[src/rtl/rww_pkg.sv]
package rww_pkg;

  typedef enum logic [1:0] {
    SRC_ARRAY = 2'd0,
    SRC_SIG   = 2'd1,
    SRC_STAT  = 2'd2
  } rd_src_e;

  typedef enum logic [1:0] {
    ST_IDLE  = 2'd0,
    ST_PROG  = 2'd1,
    ST_ERASE = 2'd2
  } cmd_st_e;

  localparam logic [7:0] CMD_RD_ARRAY = 8'hFF;
  localparam logic [7:0] CMD_RD_SIG   = 8'h90;
  localparam logic [7:0] CMD_RD_STAT  = 8'h70;
  localparam logic [7:0] CMD_PROG     = 8'h40;
  localparam logic [7:0] CMD_ERASE    = 8'h20;
  localparam logic [7:0] CMD_CONFIRM  = 8'hD0;

endpackage

[src/rtl/rww_cmd_decode.sv]
module rww_cmd_decode
  import rww_pkg::*;
#(
  parameter int PART_BITS = 4
) (
  input  logic                 clk,
  input  logic                 rst_n,
  input  logic                 we,
  input  logic [PART_BITS-1:0] part,
  input  logic [7:0]           data,
  input  logic                 busy,
  output logic                 mode_we,
  output rd_src_e              mode_val,
  output logic                 start,
  output logic                 start_erase,
  output logic [PART_BITS-1:0] start_part,
  output logic                 set_perr,
  output logic                 set_eerr
);

  cmd_st_e              state_q, state_d;
  logic [PART_BITS-1:0] tgt_q, tgt_d;

  always_comb begin
    state_d     = state_q;
    tgt_d       = tgt_q;
    mode_we     = 1'b0;
    mode_val    = SRC_ARRAY;
    start       = 1'b0;
    start_erase = 1'b0;
    set_perr    = 1'b0;
    set_eerr    = 1'b0;
    if (we) begin
      case (state_q)
        ST_IDLE: begin
          case (data)
            CMD_RD_ARRAY: begin mode_we = 1'b1; mode_val = SRC_ARRAY; end
            CMD_RD_SIG:   begin mode_we = 1'b1; mode_val = SRC_SIG;   end
            CMD_RD_STAT:  begin mode_we = 1'b1; mode_val = SRC_STAT;  end
            CMD_PROG: begin
              if (busy) set_perr = 1'b1;
              else begin state_d = ST_PROG; tgt_d = part; end
            end
            CMD_ERASE: begin
              if (busy) set_eerr = 1'b1;
              else begin state_d = ST_ERASE; tgt_d = part; end
            end
            default: ;
          endcase
        end
        ST_PROG: begin
          start   = 1'b1;
          state_d = ST_IDLE;
        end
        ST_ERASE: begin
          if (data == CMD_CONFIRM) begin
            start       = 1'b1;
            start_erase = 1'b1;
          end else begin
            set_eerr = 1'b1;
          end
          state_d = ST_IDLE;
        end
        default: state_d = ST_IDLE;
      endcase
    end
  end

  assign start_part = tgt_q;

  always_ff @(posedge clk or negedge rst_n) begin
    if (!rst_n) begin
      state_q <= ST_IDLE;
      tgt_q   <= '0;
    end else begin
      state_q <= state_d;
      tgt_q   <= tgt_d;
    end
  end

endmodule

[src/rtl/rww_job_timer.sv]
module rww_job_timer #(
  parameter int PROG_CYCLES  = 6,
  parameter int ERASE_CYCLES = 12
) (
  input  logic clk,
  input  logic rst_n,
  input  logic start,
  input  logic erase,
  output logic busy,
  output logic done
);

  localparam int MAXC  = (PROG_CYCLES > ERASE_CYCLES) ? PROG_CYCLES : ERASE_CYCLES;
  localparam int CNT_W = $clog2(MAXC + 1);

  logic [CNT_W-1:0] cnt_q, cnt_d;

  always_comb begin
    cnt_d = cnt_q;
    if (start)              cnt_d = erase ? CNT_W'(ERASE_CYCLES) : CNT_W'(PROG_CYCLES);
    else if (cnt_q != '0)   cnt_d = cnt_q - 1'b1;
  end

  assign busy = (cnt_q != '0);
  assign done = (cnt_q == CNT_W'(1));

  always_ff @(posedge clk or negedge rst_n) begin
    if (!rst_n) cnt_q <= '0;
    else        cnt_q <= cnt_d;
  end

endmodule

[src/rtl/rww_mode_table.sv]
module rww_mode_table
  import rww_pkg::*;
#(
  parameter  int PART_BITS = 4,
  localparam int NPART     = 1 << PART_BITS
) (
  input  logic                       clk,
  input  logic                       rst_n,
  input  logic                       we,
  input  logic [PART_BITS-1:0]       we_part,
  input  rd_src_e                    we_val,
  input  logic                       clr,
  input  logic [PART_BITS-1:0]       clr_part,
  output logic [NPART-1:0][1:0]      modes
);

  for (genvar i = 0; i < NPART; i++) begin : g_part
    rd_src_e mode_q, mode_d;

    always_comb begin
      mode_d = mode_q;
      if (clr && clr_part == PART_BITS'(i))     mode_d = SRC_STAT;
      else if (we && we_part == PART_BITS'(i))  mode_d = we_val;
    end

    always_ff @(posedge clk or negedge rst_n) begin
      if (!rst_n) mode_q <= SRC_ARRAY;
      else        mode_q <= mode_d;
    end

    assign modes[i] = mode_q;
  end

endmodule

[src/rtl/rww_partition_ctrl.sv]
module rww_partition_ctrl
  import rww_pkg::*;
#(
  parameter int PART_BITS    = 4,
  parameter int PROG_CYCLES  = 6,
  parameter int ERASE_CYCLES = 12
) (
  input  logic                   clk,
  input  logic                   rst_n,
  input  logic                   cmd_we,
  input  logic [PART_BITS-1:0]   cmd_part,
  input  logic [7:0]             cmd_data,
  input  logic [PART_BITS-1:0]   rd_part,
  output logic [1:0]             rd_src,
  output logic [PART_BITS+3:0]   status
);

  localparam int NPART = 1 << PART_BITS;

  // reset: asserted asynchronously, released on the clock
  logic [1:0] rst_sync_q;
  logic       rst_core_n;

  always_ff @(posedge clk or negedge rst_n) begin
    if (!rst_n) rst_sync_q <= 2'b00;
    else        rst_sync_q <= {rst_sync_q[0], 1'b1};
  end
  assign rst_core_n = rst_sync_q[1];

  logic                 mode_we, start, start_erase, set_perr, set_eerr;
  rd_src_e              mode_val;
  logic [PART_BITS-1:0] start_part;
  logic                 busy, done;
  logic [NPART-1:0][1:0] modes;

  rww_cmd_decode #(.PART_BITS(PART_BITS)) dec_i (
    .clk(clk), .rst_n(rst_core_n), .we(cmd_we), .part(cmd_part), .data(cmd_data),
    .busy(busy), .mode_we(mode_we), .mode_val(mode_val), .start(start),
    .start_erase(start_erase), .start_part(start_part),
    .set_perr(set_perr), .set_eerr(set_eerr)
  );

  rww_job_timer #(.PROG_CYCLES(PROG_CYCLES), .ERASE_CYCLES(ERASE_CYCLES)) tmr_i (
    .clk(clk), .rst_n(rst_core_n), .start(start), .erase(start_erase),
    .busy(busy), .done(done)
  );

  // job status word
  logic                 perr_q, perr_d, eerr_q, eerr_d;
  logic [PART_BITS-1:0] jpart_q, jpart_d;

  always_comb begin
    perr_d  = perr_q | set_perr;
    eerr_d  = eerr_q | set_eerr;
    jpart_d = start ? start_part : jpart_q;
  end

  always_ff @(posedge clk or negedge rst_core_n) begin
    if (!rst_core_n) begin
      perr_q  <= 1'b0;
      eerr_q  <= 1'b0;
      jpart_q <= '0;
    end else begin
      perr_q  <= perr_d;
      eerr_q  <= eerr_d;
      jpart_q <= jpart_d;
    end
  end

  rww_mode_table #(.PART_BITS(PART_BITS)) modes_i (
    .clk(clk), .rst_n(rst_core_n), .we(mode_we), .we_part(cmd_part),
    .we_val(mode_val), .clr(done), .clr_part(jpart_q), .modes(modes)
  );

  // independent read path
  logic [1:0] sel_mode;
  always_comb begin
    sel_mode = modes[rd_part];
    if (busy && rd_part == jpart_q && sel_mode == SRC_ARRAY) rd_src = SRC_STAT;
    else                                                     rd_src = sel_mode;
  end

  assign status = {~busy, 1'b0, eerr_q, perr_q, jpart_q};

endmodule

[config.mk]
export PLATFORM = sky130hd
export DESIGN_NAME = rww_partition_ctrl
export DESIGN_NICKNAME = d
export VERILOG_FILES = /design/src/rtl/rww_pkg.sv /design/src/rtl/rww_cmd_decode.sv /design/src/rtl/rww_job_timer.sv /design/src/rtl/rww_mode_table.sv /design/src/rtl/rww_partition_ctrl.sv
export SDC_FILE = /design/constraint.sdc
export NUM_CORES = 1
export LEC_CHECK = 0
export BUFFER_PORTS_ARGS = -buffer_cell sky130_fd_sc_hd__clkbuf_2
export CAP_MARGIN = 20
export CELL_PAD_IN_SITES_DETAIL_PLACEMENT = 0
export CELL_PAD_IN_SITES_GLOBAL_PLACEMENT = 1
export CORE_MARGIN = 2
export CORE_UTILIZATION = 40
export DETAILED_ROUTE_END_ITERATION = 16
export PLACE_DENSITY_LB_ADDON = 0.1
export SKIP_CTS_REPAIR_TIMING = 1
export SYNTH_ARGS = -nofsm -noshare
export SYNTH_HDL_FRONTEND = slang
export SYNTH_HIERARCHICAL = 1
export SYNTH_SLANG_ARGS = --single-unit
[constraint.sdc]
create_clock -name clk -period 4.15 [get_ports clk]
set_clock_uncertainty 0.05 [all_clocks]
set_input_delay 0.415 -clock clk [delete_from_list [all_inputs] [get_ports clk]]
set_output_delay 0.415 -clock clk [all_outputs]
set_load 0.005 [all_outputs]
# After elaboration in Yosys (flattened, before gate mapping)
# Index checks and enable logic that the tools add are counted.
dict set report op_classes {
  n_bitwise 3
  order_cmp 1
  reduce_logical 60
  n_eq_ne 43
  n_addsub 1
  n_mux 61
}
# op n
set ops {}
lappend ops {{$mux 2} 39}
lappend ops {{$eq 4x4->1 const B} 16}
lappend ops {{$logic_and 1x1->1} 34}
lappend ops {{$reduce_bool 2->1} 17}
lappend ops {{$eq 4x3->1 const B} 8}
lappend ops {{$eq 8x8->1 const B} 3}
lappend ops {{$eq 4x2->1 const B} 4}
lappend ops {{$eq 8x7->1 const B} 2}
lappend ops {{$mux 1} 14}
lappend ops {{$eq 4x1->1 const B} 3}
lappend ops {{$mux 4} 3}
lappend ops {{$ne 3x3->1 const B} 3}
lappend ops {{$bmux 2 s4} 1}
lappend ops {{$eq 8x6->1 const B} 1}
lappend ops {{$logic_not 4->1} 2}
lappend ops {{$pmux 2 s2} 2}
lappend ops {{$reduce_and 4->1} 2}
lappend ops {{$lt 4x5->1 const B} 1}
lappend ops {{$eq 4x4->1} 1}
lappend ops {{$logic_not 2->1} 2}
lappend ops {{$pmux 1 s2} 2}
lappend ops {{$reduce_bool 4->1} 1}
lappend ops {{$sub 4x1->4 const B} 1}
lappend ops {{$reduce_or 3->1} 1}
lappend ops {{other kinds (5)} 6}
dict set report word_totals {
  wordCells 192
  inputBits 19
  regBits 50
  out_inout_bits 10
}

# Longest topological paths before layout
# Gate-level depths: netlist of the first run.
dict set report logic_depth {
  depth_word 8
  depth_mapped 8
  mapped_depth_nobuf 8
}

# Cells and area by module
# Netlist of the first run, hierarchy kept.
# module instances seq_area_each_um2 cells_per_inst area_per_inst_um2
set by_module_without_submodules {}
lappend by_module_without_submodules {rww_mode_table 1 800.8 174 1646.6}
lappend by_module_without_submodules {rww_partition_ctrl 1 200.2 47 625.6}
lappend by_module_without_submodules {rww_cmd_decode 1 150.1 50 474.2}
lappend by_module_without_submodules {rww_job_timer 1 100.1 25 259.0}

# Worst setup path before layout of the first run
# No wires, ideal clock.
dict set report synth_timing {
  kind {input -> register}
  start {in cmd_data[1]}
  end {reg modes_i.g_part[0].mode_q[1]}
  stages 6
  slack_ps 1252
  path_buffers 0
  arrival_ps 2722
  required_ps 3974
  path_cell_list {or4_4 or4_2 a21oi_1 nor3b_4 nand2_2 a221o_1}
}
dict set report synth_between {
  elab_chain_len 7
}
# element line
set synth_lines {}
lappend synth_lines {{start, declared} rww_partition_ctrl.sv:12} ;# input logic [7:0] cmd_data,
lappend synth_lines {{$eq 8x8->1 or $eq 8x7->1 (tied branches)} rww_cmd_decode.sv:36} ;# case (data)
lappend synth_lines {{$reduce_or 3->1 (no source line) *} -}
lappend synth_lines {{$mux 1 *} rww_cmd_decode.sv:36}
lappend synth_lines {{$mux 1 *} rww_cmd_decode.sv:34} ;# case (state_q)
lappend synth_lines {{$mux 1 *} rww_cmd_decode.sv:33} ;# if (we) begin
lappend synth_lines {{named net mode_we} rww_partition_ctrl.sv:30} ;# logic mode_we, start, start_erase, set_perr, set_eerr;
lappend synth_lines {{$logic_and 1x1->1 *} rww_mode_table.sv:23} ;# else if (we && we_part == PART_BITS'(i)) mode_d = we_val;
lappend synth_lines {{$reduce_bool 2->1 (no source line) *} -}
lappend synth_lines {{end signal, assigned} rww_mode_table.sv:28} ;# else mode_q <= mode_d;
lappend synth_lines {{end, declared} rww_mode_table.sv:18} ;# rd_src_e mode_q, mode_d;
# Mark *: on every way through the listed nets, which the timed path passes. The rest lies on a longest branch. The select of a mux whose other input is x is not followed.
# A chain may end at the register's enable or synchronous reset.

# Worst setup path after layout of the first run
# Same ends and word-level chain as after synthesis.

==> summary.md, run 1 <==
| Metric | Value |
|---|---|
| Area grow syn2layout | 10.8% |
| RSZ-0062 raised after global routing | false |
| FP Rows | 31 |
| Cell Area, Synth | around 3000 um^2 |
| Tot Pwr | around 1.3 mW |
| First-pass GRT wire length | roughly 13000 um |
| # port buffers | 27 |
| VDD IR max | roughly 0.24 mV |
| First-pass iteration count of the detailed router | 5 |
| Worst path depth | 7 |
| Synthesized area per cell | 10.2 um^2 |
| CTS Buf Count | 5 |
| Initial antenna violation count | 1 |
| Ports | 29 |
| Core ar. | about 7300 um^2 |
| Data arrival, critical path | 3.10 ns |
| Status | finished, final reports clean |
| Total die area | around 8200 um^2 |
| Placed inst area | around 3200 um^2 |
| Clk_lat worst skew | slightly above 0.3 ns |
| Worst slew margin | 61.2% |
| Actual transition at the worst max-transition pin | around 0.58 ns |
| TritonCTS clock tree | yes |
| PD cells | 377 nW/um^2 |
| Root buffer cell | clkbuf_8 |
| Final wirelength | roughly 7700 um |
| Post-synthesis net count | around 320 |
| CP max FO | 9 |
| Register area share after synthesis | about two fifths |
| Total negative slack | 0 ns |
| Largest net degree at the start of global routing | 35 |
| Inst Count DP | roughly 410 |
| Overflow after GRT | 0 |
| WP buf/inv | 1 |
| Capturing point of the worst reg2reg path | modes_i/g_part[0].mode_q[1]$_DFFE_PN0P_ |
| Clock sink count | 50 |
| Worst hold path class | flop to async pin |
| Vias | approximately 2400 |
| Post-synth EDFFs | 0 |
| Setup Crit Path Kind | input port to flop |
| CP Launch Type | input port |
| R2R cell count | 7 |
| Nets@finish | around 340 |
| Setup slack, reg-to-reg | roughly 1.8 ns |
| Crit-path slowest cell | or4_2 |
| Vias per cell | 5.68 |
| Yosys Warn Count | 6 |
| Synth Instances | just under 300 |
| DR WL/cell | 18.3 um |
| Max-slew violations | 0 |
| Clock-pin slew on the worst setup and hold paths | 0.10 ns |
| Sequence of cells on the critical path | clkbuf_2 -> or4_4 -> or4_2 -> a21oi_1 -> nor3b_4 -> nand2_2 -> a221o_1 |
| Max frequency | 341 MHz |
| Max-cap viol count | 0 |
| Lkg Pwr | 1.44 nW |
| Number of global-route vias before repair | around 2300 |
| RR Startpoint | dec_i/state_q[0]$_DFFE_PN0P_ |
| Yosys reg bits | 50 |
| Die height | between 90 and 100 um |
| Final setup viols | 0 |
| Htree depth | 2 |
| Final worst-path cycle share | 70.7% |
| Design area | roughly 3300 um^2 |
| Worst Setup EP | modes_i/g_part[0].mode_q[1]$_DFFE_PN0P_ |
| Asr flop ratio synth | between 90% and 100% |
| Initial core utilization | around 41% |
| Cell family with most CP delay | simple AND/OR/NAND/NOR gates |
| Initial DRC Count | 210 |
| Share of layout cells above drive strength 1 | approximately a quarter |
| Commonest non-fill, non-tap cell in the layout | dfrtp_1 |
| Yosys cell types | 54 |
| CP Data Required Time | around 4.3 ns |
| # DRC | 0 |
| Prevailing post-synth register cell | dfrtp_1 |
| Antenna viol nets, final | 0 |
| All-layer global routing usage | 19.8% |
| CP Launch Point | cmd_data[1] |
| Post-DP HPWL | 5550 um |
| Final hold vios | 0 |
| Worst-case clock buffer depth | 2 |
| Worst path max stage delay | ~0.65 ns |
| Most frequent cells in the layout | dfrtp_1 (49), nor2_1 (28), clkbuf_2 (27) |
| Crit end category | flop |
| Non-filler cells, final | approximately 420 |
| Routability cong. | between 0.8 and 0.9 |
| DIE WIDTH | between 90 and 100 um |
| Tmin final | 2.93 ns |
| Final core occ | 45.9% |
[worst register-to-register path: stages (launching register included)]
cell	delay, ns
dfrtp_1	0.40
inv_1	0.11
ha_1	0.20
nand2_1	0.14
a21oi_1	0.44
nor3b_4	0.51
nand2_2	0.08
a221o_1	0.35
[through the flow]
step,setup WS [ns],hold slack [ns]
after CTS,1.24,-0.186
after global routing,1.07,0.142
after floorplan,1.25,0.0694
after detailed placement,0.893,0.119
final,1.22,0.115
after global placement,0.959,0.124
[flip-flops by register name (all words and copies together), names as in the netlist]
name                   flops
modes_i/g_part.mode_q     32
dec_i/start_part           4
tmr_i/cnt_q                4
perr_q                     1
eerr_q                     1
jpart_q                    4
dec_i/state_q              2
rst_sync_q                 2
[synth_stat cells (4+ instances only)]
cell type	instances	area share [%]
dfrtp_1	50	42
nor2_1	28	3.5
nand3_1	24	4.0
o21ai_0	19	3.2
nand2_1	18	2.2
a21oi_1	14	2.3
nand3b_1	11	2.7
buf_4	9	2.2
mux2_2	9	3.4
inv_1	8	1.0
nand2b_1	7	1.5
xnor2_1	7	2.0
a221o_1	6	2.0
ha_1	6	2.5
mux4_2	6	4.5
clkbuf_1	5	0.62
nor3_1	5	0.83
mux2i_1	4	1.3
o22ai_1	4	0.83
[cells by family (layout without fill, tap and decap cells)]
logic type | after synthesis | after routing | share of synthesized area [%]
other cells | 2 | 3 | 0.250
simple gates | 125 | 125 | 23.6
fa+ha+maj | 6 | 6 | 2.50
buf+inv | 25 | 48 | 5.00
mux | 22 | 22 | 11.8
flops | 50 | 50 | 41.6
xor+xnor | 7 | 7 | 2.04
compound gates | 59 | 59 | 13.1
[per-layer routing]
metal  up-vias  routed length, um  global-route usage [%]
li1       1117                  -                       -
met1      1160               3760                    29.8
met2        96               3330                    29.2
met3         9                481                    3.51
met4         0                110                    5.26
met5         -                  0                       0
[cell type report]
class | instances | area, um^2
fill | 708 | 3920
multi-input combinational | 221 | 1600
sequential | 50 | 1250
timing repair buffer | 32 | 175
tap | 99 | 124
clock buffer | 6 | 82.6
clock inverter | 2 | 60.1
inverter | 8 | 30.0
antenna | 1 | 2.50
[how the worst min path moves through the flow]
stage | depth (start not counted) | start | slack [ns] | to
2_1_floorplan | 0 | rst_n | 0.07 | rst_sync_q[0]$_DFF_PN0_
3_3_place_gp | 0 | rst_sync_q[1]$_DFF_PN0_ | 0.12 | jpart_q[1]$_DFFE_PN0P_
3_5_place_dp | 0 | rst_sync_q[1]$_DFF_PN0_ | 0.12 | jpart_q[1]$_DFFE_PN0P_
4_1_cts | 1 | rst_n | -0.19 | rst_sync_q[1]$_DFF_PN0_
5_1_grt | 0 | rst_sync_q[1]$_DFF_PN0_ | 0.14 | dec_i/start_part[0]$_DFFE_PN0P_
6_report | 0 | rst_sync_q[1]$_DFF_PN0_ | 0.11 | jpart_q[1]$_DFFE_PN0P_
[power by group]
part	internal [mW]	switching, mW
clock	0.257	0.171
combinational	0.121	0.140
sequential	0.526	0.0396
total	0.904	0.351
Note: power is estimated with default switching activity, not from simulation.
==> inputs of run 2 (changes only) <==
- clock period: 4.15 -> 2.4 ns (I/O delays scaled with it)
==> run 2 against run 1 <==
Net effect:
- utilization grew 0.83 points
- die area is the same
- critical path depth shrank 3
- setup slack lost 1.1 ns
- global-route usage grew 0.39 points
- cell count grew 2.6%
- first-iteration DRC count grew 4.8%
- non-clock buffer count grew 12
- worst hold slack gained 0.0045 ns
- sequential cell count is the same
- final area grew 1.8%
- largest cell class unchanged
==> summary.md, run 2 (synthesis gave the netlist of run 1 again) <==
| Metric | Value |
|---|---|
| Worst Setup EP | rd_src[1] (was modes_i/g_part[0].mode_q[1]$_DFFE_PN0P_) |
| Root buffer cell | clkbuf_8 (unchanged) |
| Overflow after GRT | 0 (unchanged) |
| Data arrival, critical path | 2.04 ns (was 3.10 ns) |
| Max-cap viol count | 0 (unchanged) |
| Lkg Pwr | 1.47 nW (was 1.44 nW) |
| Sequence of cells on the critical path | mux4_2 -> mux4_2 -> a211o_1 -> clkbuf_2 (was clkbuf_2 -> or4_4 -> or4_2 -> a21oi_1 -> nor3b_4 -> nand2_2 -> a221o_1) |
| VDD IR max | 0.316 mV (was 0.243 mV) |
| Met2 wire len | 3470 um (was 3330 um) |
| Largest net degree at the start of global routing | 37 (was 35) |
| Tmin final | about 2.3 ns |
| Largest reg by FF count | modes_i/g_part.mode_q (unchanged) |
| CP max FO | 2 (was 9) |
| Switching part of the total | 31.4% (was 28.0%) |
| # fillers | 696 (was 708) |
| Commonest non-fill, non-tap cell in the layout | dfrtp_1 (unchanged) |
| PD cells | 579 nW/um^2 (was 377 nW/um^2) |
| Max frequency | about 430 MHz |
| Final setup viols | 0 (unchanged) |
| Capturing point of the worst reg2reg path | dec_i/start_part[1]$_DFFE_PN0P_ (was modes_i/g_part[0].mode_q[1]$_DFFE_PN0P_) |
| Actual transition at the worst max-transition pin | 0.566 ns (was 0.581 ns) |
| Metal1 wirelength | 3880 um (was 3760 um) |
| Max reg flops | 32 (unchanged) |
| Final core occ | 46.7% (was 45.9%) |
| Pre-CTS setup slack | -0.111 ns (was 0.893 ns) |
| All-layer global routing usage | 20.2% (was 19.8%) |
| CP Launch Point | modes_i/g_part[14].mode_q[1]$_DFFE_PN0P_ (was cmd_data[1]) |
| Initial antenna violation count | 0 (was 1) |
| Total die area | 8220 um^2 (unchanged) |
| First-pass iteration count of the detailed router | 5 (unchanged) |
| Placed inst area | 3290 um^2 (was 3180 um^2) |
| Routability cong. | 0.811 (was 0.813) |
| RSZ-0062 raised after global routing | false (unchanged) |
| Antenna cells | 0 (was 1) |
| Max layer used | met4 (unchanged) |
| DR WL/cell | 18.1 um (was 18.3 um) |
| # port buffers | 27 (unchanged) |
| Clk_lat worst skew | 0.30 ns (was 0.31 ns) |
| Number of global-route vias before repair | 2384 (was 2266) |
| Ports | 29 (unchanged) |
| First-pass GRT wire length | 13100 um (was 12600 um) |
| Final wirelength | 7790 um (was 7680 um) |
| CP Launch Type | flop (was input port) |
| Clock-pin slew on the worst setup and hold paths | 0.09 ns (was 0.10 ns) |
| Status | finished, final reports clean (unchanged) |
| Worst slew margin | 62.2% (was 61.2%) |
| Metal3 WL | 389 um (was 481 um) |
| Most used cell along the critical path | mux4_2 |
| Setup Crit Path Kind | flop to output pin (was input port to flop) |
| FP Rows | 31 (unchanged) |
| DIE WIDTH | 90.7 um (unchanged) |
| Vias | 2361 (was 2382) |
| Seq pwr share | 50.0% (was 45.1%) |
| Final hold vios | 0 (unchanged) |
| Nets@finish | 355 (was 343) |
| Die height | 90.7 um (unchanged) |
| Area grow syn2layout | 12.8% (was 10.8%) |
| Post-DP HPWL | 5890 um (was 5550 um) |
| Worst hold path class | flop to async pin (unchanged) |
| TritonCTS clock tree | yes (unchanged) |
| Antenna viol nets, final | 0 (unchanged) |
| # DRC | 0 (unchanged) |
| Initial core utilization | 41.4% (unchanged) |
| CTS Buf Count | 5 (unchanged) |
| Vias per cell | 5.49 (was 5.68) |
| Initial DRC Count | 220 (was 210) |
| Max-slew violations | 0 (unchanged) |
| Sw Pwr | 0.615 mW (was 0.351 mW) |
| Total negative slack | 0 ns (unchanged) |
| Share of layout cells above drive strength 1 | 28.1% (was 24.8%) |
| Htree depth | 2 (unchanged) |
| Combinational Power Share | 24.6% (was 20.8%) |
| Worst path max stage delay | 0.50 ns (was 0.65 ns) |
| Crit end category | output pin (was flop) |
| Setup slack, reg-to-reg | 0.21 ns (was 1.78 ns) |
| Core ar. | 7250 um^2 (unchanged) |
| CP Data Required Time | 2.11 ns (was 4.31 ns) |
| Crit-path slowest cell | mux4_2 (was or4_2) |
| Worst-case clock buffer depth | 2 (unchanged) |
| Final Worst Setup Slack | 0.0733 ns (was 1.22 ns) |
| R2R cell count | 6 (was 7) |
| Int Power | 1.35 mW (was 0.904 mW) |
| Design area | 3390 um^2 (was 3330 um^2) |
| Final worst-path cycle share | between 90% and 100% |
| Clock sink count | 50 (unchanged) |
| RR Startpoint | dec_i/state_q[0]$_DFFE_PN0P_ (unchanged) |
| Most frequent cells in the layout | dfrtp_1 (49), nor2_1 (28), clkbuf_2 (27) (unchanged) |
| Clock power frac | 25.4% (was 34.2%) |
## run 2: per-stage QoR
step	total power [mW]	std cells	hold slack [ns]
final	1.96	430	0.119
after global routing	2.10	430	0.154
after CTS	1.98	428	-0.358
after detailed placement	1.47	420	-0.0224
after global placement	1.47	420	-0.0233
after floorplan	1.34	296	-0.106
## run 2: how the worst min path moves through the flow
stage                                  to  cells past startpoint
4_1_cts           rst_sync_q[1]$_DFF_PN0_                      1
3_5_place_dp      rst_sync_q[0]$_DFF_PN0_                      1
2_1_floorplan     rst_sync_q[0]$_DFF_PN0_                      0
3_3_place_gp      rst_sync_q[0]$_DFF_PN0_                      1
6_report       tmr_i/cnt_q[0]$_DFFE_PN0P_                      0
5_1_grt        tmr_i/cnt_q[0]$_DFFE_PN0P_                      0
## run 2: cell type report
cell class / count / area (um^2) / share of cell area [%]
clock inverter: 1 / 7.51 / 0.221
clock buffer: 7 / 76.3 / 2.25
inverter: 8 / 30.0 / 0.886
sequential: 50 / 1250 / 36.9
tap: 99 / 124 / 3.65
multi-input combinational: 221 / 1620 / 47.9
timing repair buffer: 44 / 278 / 8.19
## run 2: worst max-delay path: cells and delay by family (launching register included)
kind / cells / cell delay (ns)
mux: 2 / 0.98
flops: 1 / 0.42
compound gates: 1 / 0.24
buf+inv: 1 / 0.11
## run 2: power by group through the flow
stage	registers (mW)	clock network, mW	logic [mW]
CTS	0.983	0.516	0.478
finish	0.981	0.498	0.483
detailed placement	0.999	0	0.475
global route	0.994	0.548	0.557
floorplan	0.988	0	0.350
global placement	0.999	0	0.472
## run 2: per-layer routing
layer	track usage, %	vias to the layer above
li1	-	1144
met1	30.7	1146
met2	29.7	67
met3	3.34	4
met4	5.26	0
met5	0	-
